### config.mk
export PLATFORM = sky130hd
export DESIGN_NAME = rtc_line_rx
export DESIGN_NICKNAME = d
export VERILOG_FILES = /design/src/rtl/rtc_rx_pkg.sv /design/src/rtl/rtc_start_detect.sv /design/src/rtl/rtc_bit_timer.sv /design/src/rtl/rtc_frame_decode.sv /design/src/rtl/rtc_line_rx.sv
export SDC_FILE = /design/constraint.sdc
export NUM_CORES = 1
export LEC_CHECK = 0
export ABC_AREA = 1
export BUFFER_PORTS_ARGS = -buffer_cell sky130_fd_sc_hd__clkbuf_2
export CAP_MARGIN = 5
export CORE_MARGIN = 5
export CORE_UTILIZATION = 60
export CTS_CLUSTER_DIAMETER = 60
export DETAILED_ROUTE_END_ITERATION = 6
export PLACE_DENSITY_LB_ADDON = 0.25
export SLEW_MARGIN = 20
export SYNTH_ARGS = -nofsm -noshare
export SYNTH_HDL_FRONTEND = slang
export SYNTH_SLANG_ARGS = --single-unit
### constraint.sdc
create_clock -name clk -period 2.9 [get_ports clk]
set_input_delay 0.145 -clock clk [delete_from_list [all_inputs] [get_ports clk]]
set_output_delay 0.145 -clock clk [all_outputs]
set_load 0.01 [all_outputs]
### src/rtl/rtc_rx_pkg.sv
// Shared types for the line-rate subcarrier control receiver.
package rtc_rx_pkg;
    typedef enum logic {
        RX_IDLE = 1'b0,
        RX_RECV = 1'b1
    } rx_state_t;
endpackage

### src/rtl/rtc_start_detect.sv
// Start-of-frame detector.
// Counts consecutive high clocks on the serial line, saturating at IDLE_CLKS.
// It flags a start when the line is low after at least IDLE_CLKS high clocks.
// Assumes the line is already synchronous to clk.
module rtc_start_detect #(
    parameter int IDLE_CLKS = 4
) (
    input  logic clk,
    input  logic rst_n,
    input  logic en,
    input  logic line,
    output logic start
);
    localparam int HC_W = $clog2(IDLE_CLKS + 1);

    logic [HC_W-1:0] hi_cnt;

    // Track the length of the current high run, saturating at the threshold.
    always_ff @(posedge clk) begin
        if (!rst_n) begin
            hi_cnt <= '0;
        end else if (!line) begin
            hi_cnt <= '0;
        end else if (hi_cnt != HC_W'(IDLE_CLKS)) begin
            hi_cnt <= hi_cnt + 1'b1;
        end
    end

    // A low sample after a long enough high run marks a frame start.
    always_comb begin
        start = en && !line && (hi_cnt == HC_W'(IDLE_CLKS));
    end
endmodule

### src/rtl/rtc_bit_timer.sv
// Bit-period timer.
// After a start it counts one start symbol and FRAME_BITS data symbols of
// CLKS_PER_BIT clocks each. It strobes on the last clock of every data symbol.
// A start always restarts the count. A low enable returns it to idle.
// Assumes CLKS_PER_BIT >= 2.
module rtc_bit_timer
    import rtc_rx_pkg::*;
#(
    parameter int CLKS_PER_BIT = 2,
    parameter int FRAME_BITS   = 67
) (
    input  logic clk,
    input  logic rst_n,
    input  logic en,
    input  logic start,
    output logic take,
    output logic last
);
    localparam int PH_W  = $clog2(CLKS_PER_BIT);
    localparam int SYM_W = $clog2(FRAME_BITS + 1);
    localparam logic [PH_W-1:0]  PH_END  = PH_W'(CLKS_PER_BIT - 1);
    localparam logic [SYM_W-1:0] SYM_END = SYM_W'(FRAME_BITS);

    rx_state_t        state;
    logic [PH_W-1:0]  phase;
    logic [SYM_W-1:0] sym;
    logic             sample;

    // Sequence the start symbol and the data symbols of one frame.
    always_ff @(posedge clk) begin
        if (!rst_n || !en) begin
            state <= RX_IDLE;
            phase <= '0;
            sym   <= '0;
        end else if (start) begin
            state <= RX_RECV;
            phase <= PH_W'(1);
            sym   <= '0;
        end else if (state == RX_RECV) begin
            if (phase == PH_END) begin
                phase <= '0;
                if (sym == SYM_END) begin
                    state <= RX_IDLE;
                end else begin
                    sym <= sym + 1'b1;
                end
            end else begin
                phase <= phase + 1'b1;
            end
        end
    end

    // Sample strobes: symbol 0 is the start symbol and carries no data.
    always_comb begin
        sample = en && !start && (state == RX_RECV) && (phase == PH_END);
        take   = sample && (sym != '0);
        last   = sample && (sym == SYM_END);
    end
endmodule

### src/rtl/rtc_frame_decode.sv
// Frame assembler and field decoder.
// Shifts in data bits with the earliest at bit 0. On the final bit it loads
// the frequency word, the line-sequence flag and the reset request, and it
// strobes the update. The final bit lies outside every decoded field.
module rtc_frame_decode #(
    parameter int FRAME_BITS = 67,
    parameter int INC_W      = 22,
    parameter int LOW_W      = 10,
    parameter int SEQ_POS    = 64,
    parameter int RST_POS    = 65,
    parameter logic [LOW_W-1:0] LOW_BITS = '0
) (
    input  logic                   clk,
    input  logic                   rst_n,
    input  logic                   line,
    input  logic                   take,
    input  logic                   last,
    output logic [INC_W+LOW_W-1:0] freq_word,
    output logic                   freq_upd,
    output logic                   line_seq,
    output logic                   dds_rst
);
    localparam int SW = FRAME_BITS - 1;

    logic [SW-1:0] sh;

    // Collect every data bit except the last one.
    always_ff @(posedge clk) begin
        if (!rst_n) begin
            sh <= '0;
        end else if (take && !last) begin
            sh <= {line, sh[SW-1:1]};
        end
    end

    // Publish the decoded fields when the frame completes.
    always_ff @(posedge clk) begin
        if (!rst_n) begin
            freq_word <= {{INC_W{1'b0}}, LOW_BITS};
            freq_upd  <= 1'b0;
            line_seq  <= 1'b0;
            dds_rst   <= 1'b0;
        end else begin
            freq_upd <= last;
            dds_rst  <= last && sh[RST_POS];
            if (last) begin
                freq_word <= {sh[INC_W-1:0], LOW_BITS};
                line_seq  <= sh[SEQ_POS];
            end
        end
    end
endmodule

### src/rtl/rtc_line_rx.sv
// Line-rate subcarrier control receiver, top level.
// Detects frame starts on the serial line, times the bit periods and decodes
// each complete frame into a synthesizer frequency word, a line-sequence flag
// and a reset request. Assumes rtc_in is synchronous to clk.
module rtc_line_rx #(
    parameter int FRAME_BITS   = 67,
    parameter int CLKS_PER_BIT = 2,
    parameter int INC_W        = 22,
    parameter int LOW_W        = 10,
    parameter int SEQ_POS      = 64,
    parameter int RST_POS      = 65,
    parameter int IDLE_CLKS    = 4,
    parameter logic [LOW_W-1:0] LOW_BITS = '0
) (
    input  logic                   clk,
    input  logic                   rst_n,
    input  logic                   en,
    input  logic                   rtc_in,
    output logic [INC_W+LOW_W-1:0] freq_word,
    output logic                   freq_upd,
    output logic                   line_seq,
    output logic                   dds_rst
);
    logic start;
    logic take;
    logic last;

    rtc_start_detect #(
        .IDLE_CLKS (IDLE_CLKS)
    ) u_det (
        .clk   (clk),
        .rst_n (rst_n),
        .en    (en),
        .line  (rtc_in),
        .start (start)
    );

    rtc_bit_timer #(
        .CLKS_PER_BIT (CLKS_PER_BIT),
        .FRAME_BITS   (FRAME_BITS)
    ) u_tmr (
        .clk   (clk),
        .rst_n (rst_n),
        .en    (en),
        .start (start),
        .take  (take),
        .last  (last)
    );

    rtc_frame_decode #(
        .FRAME_BITS (FRAME_BITS),
        .INC_W      (INC_W),
        .LOW_W      (LOW_W),
        .SEQ_POS    (SEQ_POS),
        .RST_POS    (RST_POS),
        .LOW_BITS   (LOW_BITS)
    ) u_dec (
        .clk       (clk),
        .rst_n     (rst_n),
        .line      (rtc_in),
        .take      (take),
        .last      (last),
        .freq_word (freq_word),
        .freq_upd  (freq_upd),
        .line_seq  (line_seq),
        .dds_rst   (dds_rst)
    );
endmodule

# Word-level counts from Yosys, hierarchy flattened
# Index checks and enable logic that the tools add are counted.
# W data, S select, Z words.
# word_totals
register_bits,103
latch_bits,0
mem_bits_rw,0
rom_bits,0
wordCells,43
memories,0
# classes
n_addsub,3
n_mul,0
div_mod_pow,0
magnitude_cmp,0
eq_ne,3
n_shift,0
n_mux,7
n_bitwise,1
n_reduce_logical,20
# ops
operator,count
$logic_and A1 B1 Y1,9
$add A7 B1 Y7 const B,1
$eq A7 B7 Y1 const B,1
$mux W1,7
$reduce_bool A7 Y1,1
$logic_not A1 Y1,5
$add A3 B1 Y3 const B,1
$eq A3 B3 Y1 const B,1
$ne A3 B3 Y1 const B,1
$reduce_and A3 Y1,1
$reduce_and A2 Y1,1
$reduce_bool A2 Y1,1
$reduce_or A2 Y1,1
$add A1 B1 Y1 const B,1
$logic_or A1 B1 Y1,1
$not A1 Y1,1

# Depth between registers and ports, before layout
# Gate-level depths: netlist (run 1).
# depth
depth_word,10
depth_mapped,10
depth_no_buf,9

# By module
# A second synthesis (run 1) with hierarchy kept.
# hier_totals
hier_cells,633
area_unflattened_um2,4414.2
# modules_own_cells
module,instances,cells_each,area_per_inst_um2
rtc_frame_decode,1,521,3674.8
rtc_bit_timer,1,85,556.8
rtc_start_detect,1,27,182.7

# Worst setup path after synthesis (run 1)
# Ideal clock, no wire load.
# synth_timing
path_type,register -> register
from,reg u_tmr.sym[0]
to,reg u_dec.sh[10]
setup_time_ns,0.115
arrival_ns,1.353
required_time_ns,2.785
setup_slack_ns,1.432
stages_incl_launch_ff,9
cell_sequence,dfxtp_1 > ha_1 > nand2_1 > o21ai_1 > nand3_1 > buf_4 > buf_2 > a21oi_1 > nor2_1
# synth_between
elab_chain_len,4
word_cells_on_any_way,6
# synth_lines
element,line,rtl
"start, declared",rtc_bit_timer.sv:26,logic [SYM_W-1:0] sym;
"start signal, assigned",rtc_bit_timer.sv:45,sym <= sym + 1'b1;
$eq A7 B7 Y1,rtc_bit_timer.sv:57,last = sample && (sym == SYM_END);
$logic_and A1 B1 Y1,rtc_bit_timer.sv:57,
$logic_not A1 Y1,rtc_frame_decode.sv:31,end else if (take && !last) begin
$logic_and A1 B1 Y1 (*),rtc_frame_decode.sv:31,
"end signal, assigned",rtc_frame_decode.sv:32,"sh <= {line, sh[SW-1:1]};"
"end, declared",rtc_frame_decode.sv:25,logic [SW-1:0] sh;
# Every way passes the cells marked *; elsewhere a longest branch is shown, timed or not.
# A chain may end at the register's enable or synchronous reset.

# Final worst setup path (run 1)
# layout_timing
from,reg u_det.hi_cnt[0]
to,reg u_dec.freq_word[17]
# layout_between
elab_chain_len,7
# layout_lines
element,line,rtl
"start, declared",rtc_start_detect.sv:16,logic [HC_W-1:0] hi_cnt;
"start signal, assigned",rtc_start_detect.sv:25,hi_cnt <= hi_cnt + 1'b1;
$eq A3 B3 Y1,rtc_start_detect.sv:31,start = en && !line && (hi_cnt == HC_W'(IDLE_CLKS));
$logic_and A1 B1 Y1,rtc_start_detect.sv:31,
$logic_not A1 Y1,rtc_bit_timer.sv:55,sample = en && !start && (state == RX_RECV) && (phase == PH_END);
$logic_and A1 B1 Y1 (3 in series),rtc_bit_timer.sv:55,
$logic_and A1 B1 Y1,rtc_bit_timer.sv:57,
"end signal, assigned",rtc_frame_decode.sv:39,"freq_word <= {{INC_W{1'b0}}, LOW_BITS};"
"end signal, assigned",rtc_frame_decode.sv:47,"freq_word <= {sh[INC_W-1:0], LOW_BITS};"
"end, declared",rtc_frame_decode.sv:18,"output logic [INC_W+LOW_W-1:0] freq_word,"
# Every way passes these cells.

==> results of run 1 <==
placed cells by master (no fill, tap or decap), drive strengths merged, types with 5 or more instances in the layout:
cell / instances
o21ai: 25
dfxtp: 103
nand3: 5
conb: 10
inv: 17
buf: 5
nand3b: 64
a21oi: 76
nor2: 126
nand2: 98
clkbuf: 40
kinds of logic after synthesis:
kind of cell             Yosys count
AO/OA/AOI/OAI                    102
XOR/XNOR                           5
adder cells (fa/ha/maj)            4
buffers and inverters             70
flip-flops                       103
other                              1
AND/OR/NAND/NOR                  294
power groups by stage:
| stage | Clock (uW) | Combinational, uW | Sequential (uW) |
|---|---|---|---|
| after floorplan | 0 | 66.2 | 1450 |
| after global placement | 0 | 66.9 | 1450 |
| after detailed placement | 0 | 68.4 | 1450 |
| after CTS | 924 | 68.5 | 1420 |
| after global routing | 987 | 79.9 | 1420 |
| final | 895 | 68.4 | 1420 |
per-layer routing:
metal  track usage  up-vias  routed length, microns
met2         0.292       58                    3490
met4        0.0794        0                     119
met5             0        -                       0
met1         0.226     1607                    3610
met3        0.0313       12                     293
li1              -     1852                       -
critical path: stages (launching register included):
cell	delay (ns)
dfxtp_1	0.37
inv_1	0.07
ha_1	0.19
nand2_1	0.15
nor2_4	0.08
nor2_8	0.37
nand2_4	0.25
inv_2	0.35
nor2_1	0.08
nor2_1	0.12
path summary, 6_finish.rpt:
path	start	endpoint
setup / recovery	u_det.hi_cnt[0]	u_dec.freq_word[17]
hold / removal	rtc_in	u_det.hi_cnt[2]
setup reg to reg	u_det.hi_cnt[0]	u_dec.freq_word[17]
hold reg to reg	u_dec.sh[57]	u_dec.sh[57]
flip-flops by register name, summed over array words and instances (netlist names):
| name | count |
|---|---|
| u_det.hi_cnt | 3 |
| u_dec.freq_upd | 1 |
| u_dec.line_seq | 1 |
| u_tmr.phase | 1 |
| u_dec.dds_rst | 1 |
| u_dec.sh | 66 |
| u_tmr.sym | 7 |
| u_tmr.state | 1 |
| u_dec.freq_word | 22 |
synthesized netlist by cell type, drive strengths merged:
| cell | instances | area, sq um |
|---|---|---|
| nor2 | 126 | 497 |
| dfxtp | 103 | 2060 |
| nand2 | 98 | 378 |
| a21oi | 76 | 380 |
| nand3b | 64 | 480 |
| buf | 41 | 268 |
| o21ai | 25 | 125 |
| inv | 17 | 63.8 |
| clkbuf | 11 | 42.5 |
| nand3 | 5 | 25.0 |
| ha | 4 | 50.1 |
| xor2 | 3 | 26.3 |
| xnor2 | 2 | 17.5 |
| a211oi | 1 | 7.51 |
| clkinv | 1 | 3.75 |
| conb | 1 | 3.75 |
| nor3 | 1 | 5.00 |
final cells by class:
cell class,count,area share
Sequential cell,103,0.439
Multi-Input combinational cell,415,0.435
Tap cell,99,0.0264
Timing Repair Buffer,33,0.0431
Clock buffer,12,0.0309
Inverter,18,0.0144
Clock inverter,4,0.0117
per-stage QoR:
step	total power, uW	util	instance area, sq um	worst slack [ns]	hold WS, ns
5_1_grt	2480	0.651	4700	0.472	0.0605
3_3_place_gp	1520	0.623	4500	0.916	0.429
3_5_place_dp	1520	0.623	4500	0.759	0.448
4_1_cts	2410	0.651	4700	0.738	0.0395
2_1_floorplan	1510	-	4470	1.43	0.307
6_report	2380	0.651	4700	0.779	0.0663
==> summary.md, run 1 <==
| Metric | Value |
|---|---|
| CTS resizes | `0` |
| Synth Area in Compound Gates | `0.116` |
| Routability cong. | `~0.7` |
| Die area | `9210 sq um` |
| # H-tree levels | `3` |
| Max-cap violations | `0` |
| Synth Area in XOR/XNOR | `0.00987` |
| # diodes | `0` |
| Final #Nets | `588` |
| Share of layout cells above drive strength 1 | `0.0906` |
| Fillcell total | `around 660` |
| Hold crit path type | `input port to register` |
| Adder-cell share of the synthesized area | `0.0113` |
| Status | `finished, final reports clean` |
| Synth Warn # | `0` |
| Clock share of power | `0.376` |
| Worst Reg-to-Reg Cells | `9` |
| Simple-gate share of the synthesized area | `0.312` |
| Final period util | `0.731` |
| DRC Markers | `0` |
| Largest family of logic cells by synthesized area | `simple AND/OR/NAND/NOR gates` |
| Internal | `about 1900 uW` |
| Initial Util | `0.615` |
| Inserted Clock Buffers | `9` |
| Net Sw Frac | `0.218` |
| Synth-to-Final Area Change | `5.92%` |
| Syn avg cell area | `about 7.7 sq um` |
| Flip-flop and latch count after synthesis | `103` |
| Fmax | `~470 MHz` |
| Die span in y | `96.0 microns` |
| Yosys cell types | `28` |
| Worst relative slew slack | `0.455` |
| Data arrival, critical path | `2.42 ns` |
| Leak pwr | `between 0.0015 and 0.002 uW` |
| Total negative slack | `0 ns` |
| Port Buffers | `28` |
| DP Cell Count | `between 600 and 700` |
| Hold path depth | `3` |
| Worst Max-Slew Pin Slew | `0.818 ns` |
| Post-DP HPWL | `around 4.7 mm` |
| DR vias | `3,529` |
| Vias in the first global route | `approximately 3,100` |
| Final Critical Period | `between 2 and 2.5 ns` |
| Drt wl/cell | `11.0 microns` |
| Finished Layout Cells | `684` |
| Crit path launch type | `register` |
| Crit. End Element | `register` |
| DR pass1 iterations | `5` |
| Layout Skew | `about 0.011 ns` |
| Part of the power in combinational logic | `0.029` |
| RSZ-0062 raised after global routing | `false` |
| Switching power of the nets | `between 500 and 600 uW` |
| Sink Count | `just over 100` |
| Largest net degree at the start of global routing | `100` |
| Setup CP Type | `register to register` |
| Core area | `7210 sq um` |
| Multiplexer share of the synthesized area | `0` |
| Cell Pwr Density | `506 nW/um^2` |
| IO Count | `39` |
| Maximum clock path buffer count | `2` |
| DIE WIDTH | `between 90 and 100 microns` |
| Initial antenna violation count | `0` |
| Max IR drop VDD | `~0.26 mV` |
| Setup bufs post-CTS | `0` |
| CTS clk-pin slew, worst paths | `around 0.09 ns` |
| Seq. cell area | `around 2100 sq um` |
| Root buf cell | `clkbuf_8` |
| Post-Syn Instances | `between 500 and 600` |
| Highest net fanout along the worst path | `35` |
| Worst R2R Setup Slack | `just under 0.8 ns` |
| Num rows | `31` |
| First-pass GRT wire length | `roughly 13 mm` |
| CTS tree | `built` |
| Post-CTS Hold Buffers | `0` |
| Fin. Hold Viols | `0` |
| Gr usage total | `0.177` |
| Post-synthesis cell area | `roughly 4400 sq um` |
| Global route overflow | `0` |
| Footprint of the multi-input gates | `about 2000 sq um` |
| Worst endpoint required time | `between 3 and 4 ns` |
| Clk_lat worst skew | `around 0.36 ns` |
| Drt total wl | `7.51 mm` |
| Final setup fails | `0` |
| Vias per cell | `approximately 5.2` |
| Final slew viol count | `0` |
| Initial DRC count | `190` |
| Sequential share of power | `0.595` |
| Seq/Total Area, Yosys | `0.465` |
| Final ANT Viol Nets | `0` |
Power figures use the tool's default switching activity.
==> inputs of run 2 (changes only) <==
--- a/config.mk
+++ b/config.mk
@@ -9,7 +9,7 @@
 export BUFFER_PORTS_ARGS = -buffer_cell sky130_fd_sc_hd__clkbuf_2
 export CAP_MARGIN = 5
 export CORE_MARGIN = 5
-export CORE_UTILIZATION = 60
+export CORE_UTILIZATION = 53
 export CTS_CLUSTER_DIAMETER = 60
 export DETAILED_ROUTE_END_ITERATION = 6
 export PLACE_DENSITY_LB_ADDON = 0.25
==> constraint.sdc (replaced) <==
create_clock -name clk -period 1.78 [get_ports clk]
set_input_delay 0.089 -clock clk [delete_from_list [all_inputs] [get_ports clk]]
set_output_delay 0.089 -clock clk [all_outputs]
set_load 0.01 [all_outputs]
==> summary.md, run 2 (synthesis results as in run 1) <==
| Metric | Value |
|---|---|
| Setup WS post-layout | `between 0.1 and 0.15 ns` |
| Place WS | `about 0.09 ns` |
| Highest net fanout along the worst path | `33` |
| Core area | `approximately 8000 sq um` |
| Final #Nets | `596` |
| Initial Util | `0.543` |
| Inserted Clock Buffers | `9` |
| GRT met3 Usage | `0.0310` |
| Gr usage total | `0.148` |
| Hold path depth | `3` |
| Die span in y | `a little over 100 microns` |
| Routability cong. | `approximately 0.74` |
| Vias per cell | `5.02` |
| Setup CP Type | `register to register` |
| Final slew viol count | `0` |
| Sink Count | `between 100 and 150` |
| Post-DP HPWL | `4.69 mm` |
| Maximum clock path buffer count | `2` |
| Fin. Hold Viols | `0` |
| Root buf cell | `clkbuf_8` |
| Vias in the first global route | `~3,000` |
| Synth-to-Final Area Change | `9.14%` |
| Worst hold slack | `~0.025 ns` |
| Cell Pwr Density | `819 nW/um^2` |
| First-pass GRT wire length | `12.7 mm` |
| CTS clk-pin slew, worst paths | `roughly 0.10 ns` |
| Biggest register | `u_dec.sh` |
| Final Critical Period | `1.64 ns` |
| Commonest non-fill, non-tap cell in the layout | `nor2_1` |
| Crit path launch type | `register` |
| GRT met1 Usage | `0.194` |
| Largest net degree at the start of global routing | `99` |
| # H-tree levels | `3` |
| Initial antenna violation count | `0` |
| Max-cap violations | `0` |
| Final setup fails | `0` |
| Global route overflow | `0` |
| Layout Skew | `between 0.01 and 0.015 ns` |
| Met2 Usage GRT | `0.242` |
| Most frequent cells in the layout | `nor2_1, dfxtp_1, nand2_1` |
| Total negative slack | `0 ns` |
| Data arrival, critical path | `between 1.5 and 2 ns` |
| Crit. End Element | `register` |
| Leak pwr | `~0.0019 uW` |
| RSZ-0062 raised after global routing | `false` |
| # diodes | `0` |
| Final period util | `0.920` |
| DR pass1 iterations | `5` |
| Share of layout cells above drive strength 1 | `0.111` |
| Top flop regs | `u_dec.sh (66), u_dec.freq_word (22), u_tmr.sym (7)` |
| Clk_lat worst skew | `roughly 0.36 ns` |
| Final ANT Viol Nets | `0` |
| Gr busiest metal | `met2` |
| DR vias | `about 3,500` |
| Status | `finished, final reports clean` |
| Drt wl/cell | `10.7 microns` |
| DIE WIDTH | `around 100 microns` |
| PnR Total Power | `3970 uW` |
| DRC Markers | `0` |
| CTS tree | `built` |
| Max IR drop VDD | `roughly 0.37 mV` |
| Hold crit path type | `input port to register` |
| Worst Reg-to-Reg Cells | `9` |
| Worst endpoint required time | `2.04 ns` |
| Max FFs per register | `66` |
| Die area | `a little over 10,000 sq um` |
| Initial DRC count | `130` |
| Drt total wl | `about 7.5 mm` |
| Fmax | `about 600 MHz` |
| Final core utilization | `0.592` |
| Port Buffers | `28` |
| IO Count | `39` |
| Num rows | `33` |
run 2: changes by cell type in the layout (fill, tap and decap cells not counted), moves of 2 or more:
cell / change
buf_12: +2
buf_4: +3
clkbuf_1: -2
dfxtp_1: -2
dfxtp_2: +2
inv_8: +3
run 2: per-stage QoR:
step / std cells / instance area [sq um]
after floorplan: 588 / 4470
after global placement: 680 / 4590
after detailed placement: 680 / 4590
after CTS: 697 / 4810
after global routing: 698 / 4840
final: 698 / 4840
run 2: worst max-delay path: stages (launching register included):
cell and delay [ns]:
dfxtp_1 0.36, inv_1 0.07, ha_1 0.19, nand2_2 0.12
nor2_4 0.07, nor2_8 0.13, buf_4 0.33, nand3b_1 0.13
nand2_1 0.09, nor2_1 0.05
run 2: timing repair:
action / CTS / global route
hold buffers: 1 / 0
gates resized for setup: 0 / 8
hold endpoints to repair: 2 / 0
setup buffers: 0 / 1
setup endpoints to repair: 0 / 82
run 2: where the power goes:
group          internal [uW]  total, uW  switching (uW)
Clock                    687       1540             857
Sequential              2310       2310            1.68
Combinational           36.8        115            78.1
run 2: path summary, 6_finish.rpt:
check | slack [ns] | endpoint | from
worst max-delay path | 0.14 | u_dec.sh[9] | u_det.hi_cnt[1]
worst min-delay path | 0.02 | u_tmr.phase | en
worst max register to register | 0.14 | u_dec.sh[9] | u_det.hi_cnt[1]
worst min register to register | 0.48 | u_dec.sh[37] | u_dec.sh[37]
run 2: final cells by class:
class	instances	area, sq um
sequential	103	2060
tap	105	131
inverter	18	70.1
clock buffer	9	124
clock inverter	7	88.8
multi-input combinational	415	2050
fill	739	3330
timing repair buffer	41	314
run 2: layer usage:
layer | up-vias | routed length (microns)
met5 | - | 0
met4 | 0 | 114
met3 | 11 | 270
met2 | 49 | 3460
met1 | 1574 | 3650
li1 | 1868 | -
==> inputs of run 3 (changes only) <==
--- a/config.mk
+++ b/config.mk
@@ -9,7 +9,7 @@
 export BUFFER_PORTS_ARGS = -buffer_cell sky130_fd_sc_hd__clkbuf_2
 export CAP_MARGIN = 5
 export CORE_MARGIN = 5
-export CORE_UTILIZATION = 53
+export CORE_UTILIZATION = 59
 export CTS_CLUSTER_DIAMETER = 60
 export DETAILED_ROUTE_END_ITERATION = 6
 export PLACE_DENSITY_LB_ADDON = 0.25
==> constraint.sdc (replaced) <==
create_clock -name clk -period 1.8 [get_ports clk]
set_input_delay 0.09 -clock clk [delete_from_list [all_inputs] [get_ports clk]]
set_output_delay 0.09 -clock clk [all_outputs]
set_load 0.01 [all_outputs]
==> summary.md, run 3 (synthesis results as in run 1) <==
| Metric | Value |
|---|---|
| Status | `finished, final reports clean` |
| Worst hold start | `en` |
| Design area | `slightly below 5000 sq um` |
| First-pass GRT wire length | `about 13 mm` |
| CP top delay family | `simple AND/OR/NAND/NOR gates` |
| Worst path max stage delay | `0.37 ns` |
| Data arrival, critical path | `just under 2 ns` |
| Layout Skew | `just under 0.009 ns` |
| Max IR drop VDD | `0.374 mV` |
| Placed inst area | `4510 sq um` |
| PnR Total Power | `roughly 3800 uW` |
| Top flop regs | `u_dec.sh (66), u_dec.freq_word (22), u_tmr.sym (7)` |
| Fmax | `~600 MHz` |
| Commonest non-fill, non-tap cell in the layout | `nor2_1` |
| Slowest CP cell | `dfxtp_1` |
| Gr usage total | `0.160` |
| IO Count | `39` |
| Initial DRC count | `between 200 and 250` |
| Final setup fails | `0` |
| Cell Pwr Density | `785 nW/um^2` |
| DR pass1 iterations | `4` |
| Final Critical Period | `around 1.7 ns` |
| DIE WIDTH | `approximately 97 microns` |
| Highest net fanout along the worst path | `23` |
| Die area | `between 9000 and 10,000 sq um` |
| Seq. cell area | `2060 sq um` |
| Drt wl/cell | `around 12 microns` |
| CTS tree | `built` |
| Routability cong. | `0.765` |
| Core area | `around 7300 sq um` |
| Switching power of the nets | `846 uW` |
| Internal | `roughly 3000 uW` |
| Biggest register | `u_dec.sh` |
| CP startpoint | `u_det.hi_cnt[0]` |
| Sequential share of power | `0.593` |
| Fillcell total | `between 600 and 700` |
| Footprint of the multi-input gates | `2050 sq um` |
| Max-cap violations | `0` |
| Final ANT Viol Nets | `0` |
| Post-DP HPWL | `4.56 mm` |
| R2r startpoint | `u_det.hi_cnt[0]` |
| Worst path buffer plus inverter count | `3` |
| Final period util | `0.924` |
| CTS clk-pin slew, worst paths | `approximately 0.09 ns` |
| Largest net degree at the start of global routing | `between 100 and 150` |
| Setup CP Type | `register to register` |
| Num rows | `31` |
| DRC Markers | `0` |
| Sink Count | `about 100` |
| Initial antenna violation count | `0` |
| Crit. End Element | `register` |
| Initial Util | `0.608` |
| Clk_lat worst skew | `~0.36 ns` |
| Die span in y | `96.7 microns` |
| Global route overflow | `0` |
| Worst endpoint required time | `about 2.1 ns` |
| Vias per cell | `approximately 5.2` |
| Final core utilization | `0.672` |
| Drt total wl | `8.35 mm` |
| Part of the power in combinational logic | `0.030` |
| Crit path launch type | `register` |
| Max FFs per register | `66` |
| DR vias | `3,581` |
| Most frequent cells in the layout | `nor2_1, dfxtp_1, nand2_1` |
| Net Sw Frac | `0.220` |
| Final #Nets | `~600` |
| Vias in the first global route | `between 3,000 and 4,000` |
| Synth-to-Final Area Change | `10.6%` |
| Port Buffers | `28` |
| Root buf cell | `clkbuf_8` |
| # H-tree levels | `3` |
| Maximum clock path buffer count | `2` |
| Final slew viol count | `0` |
| Clock share of power | `0.378` |
| # diodes | `0` |
| Inserted Clock Buffers | `9` |
| Share of layout cells above drive strength 1 | `0.106` |
| Hold crit path type | `input port to register` |
| Fin. Hold Viols | `0` |
| Critical path cell sequence | `inv_1, ha_1, nand2_2, nor2_4, nor2_8, buf_12, buf_6, a21oi_1, nor2_1` |
| Leak pwr | `0.00192 uW` |
## run 3: what timing repair did
item                                   in CTS  in global routing
resized for setup                           1                 11
pin swaps                                   0                  1
endpoints found under the hold margin       1                  0
gates cloned                                0                  4
setup endpoints to repair                   1                 89
setup buffers                               0                  3
hold buffers                                1                  0
## run 3: final timing paths
check	end	cells after the start	slack, ns
max	u_dec.sh[31]	9	0.14
min reg2reg	u_dec.sh[37]	2	0.48
min	u_tmr.state	3	0.04
max reg2reg	u_dec.sh[31]	9	0.14
## run 3: layer usage
layer / vias up / track usage / share of wire / routed length (microns)
li1: 1873 / - / - / -
met1: 1640 / 0.209 / 0.46 / 3830
met2: 60 / 0.258 / 0.49 / 4070
met3: 8 / 0.0295 / 0.044 / 364
met4: 0 / 0.0670 / 0.0093 / 78
met5: - / 0 / 0 / 0
## run 3: layout make-up
cell class,instances,share of cell area
sequential,103,0.421
multi-input combinational,415,0.419
timing repair buffer,43,0.0794
clock buffer,12,0.0296
tap,99,0.0253
inverter,18,0.0153
clock inverter,4,0.0112
## run 3: power groups by stage
| stage | Clock, uW | Sequential [uW] | Combinational (uW) |
|---|---|---|---|
| 2_1_floorplan | 0 | 2330 | 107 |
| 3_3_place_gp | 0 | 2330 | 110 |
| 3_5_place_dp | 0 | 2330 | 111 |
| 4_1_cts | 1490 | 2280 | 113 |
| 5_1_grt | 1580 | 2280 | 134 |
| 6_report | 1450 | 2280 | 115 |
## run 3: through the flow
stage               hold slack, ns  std cells   TNS, ns  setup slack [ns]
global route                0.0525        694  -0.00373          -0.00373
detailed placement           0.384        670         0            0.0241
floorplan                    0.252        588         0             0.332
global placement             0.376        670         0             0.114
finish                      0.0362        694         0             0.138
CTS                         0.0234        687         0            0.0668
## run 3: worst register-to-register path: stages (launching register included)
cell and delay [ns]:
dfxtp_1 0.37, inv_1 0.07, ha_1 0.20, nand2_2 0.13, nor2_4 0.08, nor2_8 0.15
buf_12 0.14, buf_6 0.21, a21oi_1 0.10, nor2_1 0.14
